--- config.mk ---
export PLATFORM = sky130hd
export DESIGN_NAME = lcd_text_writer
export DESIGN_NICKNAME = d
export VERILOG_FILES = /design/src/rtl/lcdtw_pkg.sv /design/src/rtl/lcdtw_addr_map.sv /design/src/rtl/lcdtw_cursor.sv /design/src/rtl/lcdtw_out_slot.sv /design/src/rtl/lcd_text_writer.sv
export SDC_FILE = /design/constraint.sdc
export NUM_CORES = 1
export LEC_CHECK = 0
export CELL_PAD_IN_SITES_DETAIL_PLACEMENT = 0
export CELL_PAD_IN_SITES_GLOBAL_PLACEMENT = 1
export CORE_MARGIN = 10
export CORE_UTILIZATION = 40
export DETAILED_ROUTE_END_ITERATION = 8
export GPL_ROUTABILITY_DRIVEN = 0
export GPL_TIMING_DRIVEN = 0
export PLACE_DENSITY_LB_ADDON = 0.3
export REMOVE_ABC_BUFFERS = 1
export SLEW_MARGIN = 20
export SYNTH_ARGS = -nofsm -noshare
export SYNTH_HDL_FRONTEND = slang
export SYNTH_HIERARCHICAL = 1
export SYNTH_SLANG_ARGS = --single-unit
--- constraint.sdc ---
create_clock -name clk -period 2.3 [get_ports clk]
set_clock_uncertainty 0.1 [all_clocks]
set_input_delay 0.46 -clock clk [delete_from_list [all_inputs] [get_ports clk]]
set_output_delay 0.46 -clock clk [all_outputs]
set_load 0.01 [all_outputs]
--- src/rtl/lcdtw_pkg.sv ---
package lcdtw_pkg;
   typedef enum logic [1:0] {
      KIND_CHAR    = 2'd0,
      KIND_NEWLINE = 2'd1,
      KIND_CLEAR   = 2'd2,
      KIND_GOTO    = 2'd3
   } kind_e;

   localparam logic [7:0] CMD_CLEAR   = 8'h01;
   localparam logic [7:0] CMD_SETADDR = 8'h80;
   localparam int unsigned ODD_ROW_BASE = 'h40;
endpackage

--- src/rtl/lcdtw_addr_map.sv ---
module lcdtw_addr_map #(
   parameter int unsigned COLS = 20,
   parameter int unsigned ROWS = 4
) (
   input  logic [$clog2(ROWS)-1:0] row,
   input  logic [$clog2(COLS)-1:0] col,
   output logic [6:0]              addr
);
   import lcdtw_pkg::*;

   localparam logic [6:0] ODD_BASE  = 7'(ODD_ROW_BASE);
   localparam logic [6:0] HIGH_BASE = 7'(COLS);

   logic [6:0] base;

   generate
      if (ROWS == 4) begin : g_interleaved
         // rows 2 and 3 follow rows 0 and 1 inside the same address half
         assign base = (row[0] ? ODD_BASE : 7'd0) + (row[1] ? HIGH_BASE : 7'd0);
      end else begin : g_two_row
         assign base = row[0] ? ODD_BASE : 7'd0;
      end
   endgenerate

   assign addr = base + 7'(col);
endmodule

--- src/rtl/lcdtw_cursor.sv ---
module lcdtw_cursor #(
   parameter int unsigned COLS = 20,
   parameter int unsigned ROWS = 4
) (
   input  logic                    clk,
   input  logic                    rst_n,
   input  logic                    step,
   input  logic                    newline,
   input  logic                    home,
   input  logic                    jump,
   input  logic [$clog2(ROWS)-1:0] jrow,
   input  logic [$clog2(COLS)-1:0] jcol,
   input  logic                    synced,
   output logic [$clog2(ROWS)-1:0] row,
   output logic [$clog2(COLS)-1:0] col,
   output logic                    stale
);
   localparam int unsigned RW = $clog2(ROWS);
   localparam int unsigned CW = $clog2(COLS);
   localparam logic [CW-1:0] LAST_COL = CW'(COLS - 1);
   localparam logic [RW-1:0] LAST_ROW = RW'(ROWS - 1);

   logic [RW-1:0] next_row;
   logic [CW-1:0] jcol_lim;

   assign next_row = (row == LAST_ROW) ? '0 : row + 1'b1;
   assign jcol_lim = (jcol > LAST_COL) ? LAST_COL : jcol;

   always_ff @(posedge clk or negedge rst_n) begin
      if (!rst_n) begin
         row   <= '0;
         col   <= '0;
         stale <= 1'b1;
      end else if (home) begin
         row   <= '0;
         col   <= '0;
         stale <= 1'b0;
      end else if (jump) begin
         row   <= jrow;
         col   <= jcol_lim;
         stale <= 1'b1;
      end else if (newline) begin
         row   <= next_row;
         col   <= '0;
         stale <= 1'b1;
      end else begin
         if (synced) stale <= 1'b0;
         if (step) begin
            if (col == LAST_COL) begin
               col   <= '0;
               row   <= next_row;
               stale <= 1'b1;
            end else begin
               col <= col + 1'b1;
            end
         end
      end
   end
endmodule

--- src/rtl/lcdtw_out_slot.sv ---
module lcdtw_out_slot #(
   parameter int unsigned DW = 8
) (
   input  logic          clk,
   input  logic          rst_n,
   input  logic          load,
   input  logic          load_rs,
   input  logic [DW-1:0] load_byte,
   input  logic          ready,
   output logic          valid,
   output logic          rs,
   output logic [DW-1:0] data
);
   always_ff @(posedge clk or negedge rst_n) begin
      if (!rst_n) begin
         valid <= 1'b0;
         rs    <= 1'b0;
         data  <= '0;
      end else if (load) begin
         valid <= 1'b1;
         rs    <= load_rs;
         data  <= load_byte;
      end else if (valid && ready) begin
         valid <= 1'b0;
      end
   end
endmodule

--- src/rtl/lcd_text_writer.sv ---
module lcd_text_writer #(
   parameter int unsigned COLS = 20,
   parameter int unsigned ROWS = 4
) (
   input  logic                    clk,
   input  logic                    rst_n,
   input  logic                    in_valid,
   output logic                    in_ready,
   input  logic [1:0]              in_kind,
   input  logic [7:0]              in_char,
   input  logic [$clog2(ROWS)-1:0] in_row,
   input  logic [$clog2(COLS)-1:0] in_col,
   output logic                    out_valid,
   input  logic                    out_ready,
   output logic                    out_rs,
   output logic [7:0]              out_byte
);
   import lcdtw_pkg::*;

   localparam int unsigned RW = $clog2(ROWS);
   localparam int unsigned CW = $clog2(COLS);

   generate
      if (ROWS != 2 && ROWS != 4) begin : g_bad_rows
         $error("lcd_text_writer: ROWS must be 2 or 4");
      end
      if (COLS < 2 || COLS * ((ROWS + 1) / 2) > ODD_ROW_BASE) begin : g_bad_cols
         $error("lcd_text_writer: COLS does not fit one address half");
      end
   endgenerate

   logic [RW-1:0] cur_row;
   logic [CW-1:0] cur_col;
   logic          cur_stale;
   logic [6:0]    cur_addr;
   logic          hold_q;
   logic [7:0]    hold_char_q;

   logic acc, fire, char_direct, char_cmd, do_clear, from_hold;
   logic load, load_rs;
   logic [7:0] load_byte;

   assign in_ready    = !out_valid;
   assign acc         = in_valid && in_ready;
   assign fire        = out_valid && out_ready;
   assign char_direct = acc && (in_kind == KIND_CHAR) && !cur_stale;
   assign char_cmd    = acc && (in_kind == KIND_CHAR) && cur_stale;
   assign do_clear    = acc && (in_kind == KIND_CLEAR);
   assign from_hold   = fire && hold_q;
   assign load        = char_direct || char_cmd || do_clear || from_hold;

   always_comb begin
      load_rs   = 1'b1;
      load_byte = in_char;
      if (from_hold) begin
         load_byte = hold_char_q;
      end else if (char_cmd) begin
         load_rs   = 1'b0;
         load_byte = CMD_SETADDR | {1'b0, cur_addr};
      end else if (do_clear) begin
         load_rs   = 1'b0;
         load_byte = CMD_CLEAR;
      end
   end

   always_ff @(posedge clk or negedge rst_n) begin
      if (!rst_n) begin
         hold_q      <= 1'b0;
         hold_char_q <= '0;
      end else if (char_cmd) begin
         hold_q      <= 1'b1;
         hold_char_q <= in_char;
      end else if (from_hold) begin
         hold_q      <= 1'b0;
      end
   end

   lcdtw_cursor #(.COLS(COLS), .ROWS(ROWS)) u_cursor (
      .clk     (clk),
      .rst_n   (rst_n),
      .step    (char_direct || from_hold),
      .newline (acc && (in_kind == KIND_NEWLINE)),
      .home    (do_clear),
      .jump    (acc && (in_kind == KIND_GOTO)),
      .jrow    (in_row),
      .jcol    (in_col),
      .synced  (char_cmd),
      .row     (cur_row),
      .col     (cur_col),
      .stale   (cur_stale)
   );

   lcdtw_addr_map #(.COLS(COLS), .ROWS(ROWS)) u_map (
      .row  (cur_row),
      .col  (cur_col),
      .addr (cur_addr)
   );

   lcdtw_out_slot #(.DW(8)) u_slot (
      .clk       (clk),
      .rst_n     (rst_n),
      .load      (load),
      .load_rs   (load_rs),
      .load_byte (load_byte),
      .ready     (out_ready),
      .valid     (out_valid),
      .rs        (out_rs),
      .data      (out_byte)
   );
endmodule

==> flow_summary.yaml <==
status:
  outcome: "finished, final reports clean"
sta:
  worst_pin_slew_ns: 0.642
  fmax_mhz: 460
  setup_tns_ns: 0
  fin_crit_sh_pct: 94.4
  finalSetupViolCount: 0
  maxSlewHeadroom_pct: 56.6
  rsz0062_at_grt: "no"
  timing_max_transition_violations_final: 0
  period_minus_slack_ns: 2.17
  hold_violations: 0
pwr:
  switching_share_pct: 34.8
  p_leak_nw: 0.911
  internal_power_mw: 1.39
  clkPwrFrac_pct: 13.0
  p_per_area_nw_per_um2: 1020
  irDropWorstVdd_mv: 0.367
  p_seq_share_pct: 43.2
  p_switching_mw: 0.744
  p_comb_share_pct: 43.8
die:
  die_width_um: 84.8
  start_util_pct: 41.7
  die_h_um: 84.8
  num_rows: 23
  ios: 32
  coreArea_um2: 4030
  dieArea_um2: 7190
yosys:
  synth_warnings: 6
  syn_area_um2: 1680
  ys_ff_latch: 27
  postSynthCellCount: 162
  yosysUniqueCellTypes: 45
  syn_area_per_cell_um2: 10.4
  yosysSeqAreaShare_pct: 40.3
  async_reset_ff_share_pct: 100
  synth_enable_flop_cells: 0
  synth_flop_cell: "dfrtp_1"
cells_and_area:
  layout.nets: 217
  layout_common_cells: "clkdlybuf4s50_1, dfrtp_1, mux2_4"
  mostFrequentLayoutCell: "clkdlybuf4s50_1"
  design_area_um2: 2100
  areaGrowthSynthToFinish_pct: 24.8
  diodes: 0
  layout-drive-gt1-share_pct: 20.5
  fillerInstances: 373
routing:
  drc_errors: 0
  detail_route.wl_per_cell_um: 16.8
  routed_via_density: 5.40
  ant_nets: 0
  postRouteWirelength_um: 4020
  drtPass1Iterations: 4
  vias: 1295
  first_iter_violations: 111
clocking:
  cts_sinks: 27
  clockRootBuffer: "clkbuf_8"
  cts_tree: "done"
  numCtsBuffers: 3
  path_clk_slew_ns: 0.10
  htreeDepth: 1
  clk_latency_ns: 0.28
  cts_buffer_depth: 2
run:
  cap_violations: 0
global_routing:
  grt_pass1_wl_um: 6980
  antenna_found_initial: 0
  grt-ovfl-total: 0
  grt_pass1_vias: 1365
  grt_max_degree: 28
  grt_usage_pct: 11.4
critical_path:
  crit_path_end_kind: "flip-flop"
  r2r_setup_slack_ns: 0.27
  reg2reg_from: "u_slot/valid$_DFFE_PN0P_"
  critPathLaunch: "in_valid"
  crit_path_end: "u_slot/data[7]$_DFFE_PN0P_"
  critPathMaxFanout: 11
  worst_r2r_endpoint: "u_slot/data[7]$_DFFE_PN0P_"
  required_ns: 2.37
  reg2reg_depth: 5
  critPathLaunchType: "primary input"
  worst-setup-path-type: "primary input to flip-flop"
  cp.arrival_ns: 2.25
placed_design:
  port_buffers: 31
  placed_area_um2: 1970
  dpl.hpwl_um: 2980
hold_path:
  hp-class: "primary input to asynchronous set/reset pin"
cell type report:
type / instances / area, um^2 / area share (%)
repair buffers: 36 / 345 / 16.5
clock buffers: 3 / 41.3 / 1.97
flip-flops and latches: 27 / 677 / 32.3
well taps: 50 / 62.6 / 2.99
clock inverters: 1 / 5.00 / 0.239
inverters: 8 / 30.0 / 1.43
multi-input cells: 115 / 935 / 44.6
synthesized netlist by cell type (2+ instances only):
cell      instances  area (um^2)
a211oi_1          2         15.0
a21oi_1           4         20.0
a221oi_1          2         17.5
a31oi_1           8         50.1
buf_2             3         15.0
buf_4             3         22.5
buf_6             2         22.5
clkbuf_1          3         11.3
dfrtp_1          26          651
ha_1              5         62.6
inv_1             7         26.3
mux2_4           17          255
nand2_1          10         37.5
nand3b_1          5         37.5
nand4b_1          6         52.6
nor2_1           16         60.1
nor4_1            2         12.5
o21ai_0           5         25.0
o21ai_1           7         35.0
o31ai_1           4         30.0
flip-flops by register name (all words and copies together), names as in the netlist:
register / cells
hold_char_q: 8
hold_q: 1
u_cursor/col: 5
u_cursor/row: 2
u_cursor/stale: 1
u_slot/data: 8
u_slot/rs: 1
u_slot/valid: 1
kinds of logic after synthesis:
logic type / count (synthesis) / synth area share (%)
buffers and inverters: 20 / 6.26
multiplexers: 18 / 15.8
AND/OR/NAND/NOR: 53 / 18.6
XOR/XNOR: 2 / 1.04
adder cells (fa/ha/maj): 5 / 3.73
AO/OA/AOI/OAI: 37 / 14.3
flip-flops: 27 / 40.3
power by group through the flow:
| stage | logic, mW | clock network [mW] | registers, mW |
|---|---|---|---|
| 2_1_floorplan | 0.552 | 0 | 0.902 |
| 3_3_place_gp | 0.887 | 0 | 0.901 |
| 3_5_place_dp | 0.918 | 0 | 0.920 |
| 4_1_cts | 0.934 | 0.290 | 0.915 |
| 5_1_grt | 1.02 | 0.308 | 0.968 |
| 6_report | 0.937 | 0.278 | 0.923 |
worst min path at each step:
stage	from	cells after the start	slack, ns	end
2_1_floorplan	rst_n	0	0.06	hold_char_q[0]$_DFFE_PN0P_
3_3_place_gp	hold_q$_DFFE_PN0P_	2	0.38	hold_q$_DFFE_PN0P_
3_5_place_dp	u_slot/rs$_DFFE_PN0P_	1	0.40	u_slot/rs$_DFFE_PN0P_
4_1_cts	rst_n	1	0.12	hold_char_q[1]$_DFFE_PN0P_
5_1_grt	rst_n	1	0.13	u_cursor/col[2]$_DFFE_PN0P_
6_report	rst_n	1	0.09	hold_char_q[1]$_DFFE_PN0P_
worst max-delay path, stage by stage:
cell and delay (ns):
clkdlybuf4s50_1 0.51, nor3b_4 0.29, buf_4 0.19, and2_1 0.38
o31ai_1 0.15, mux2_4 0.27
timing repair:
item,4_1_cts,5_1_grt
setup buffers,2,3
pin swaps,1,0
endpoints found under the setup margin,25,9
hold buffers,0,0
gates resized for setup,4,5
stage by stage:
step           instances  setup slack (ns)  hold slack, ns  power, mW  util [%]
3_5_place_dp         231            -0.648           0.395       1.84      48.9
4_1_cts              237            -0.119           0.115       2.14      50.9
2_1_floorplan        150             0.230          0.0644       1.45         -
5_1_grt              240            0.0106           0.132       2.30      52.0
3_3_place_gp         231            -0.642           0.376       1.79      49.1
6_report             240             0.128          0.0896       2.14      52.0
metal layers:
layer	routed length (um)	GRT usage [%]	share of wire, %	up-vias
li1	-	-	-	645
met1	1910	15.0	47	621
met2	1940	18.6	48	25
met3	134	2.42	3.3	4
met4	38	2.69	0.94	0
met5	0	0	0	-
(Power assumes the default switching activity.)
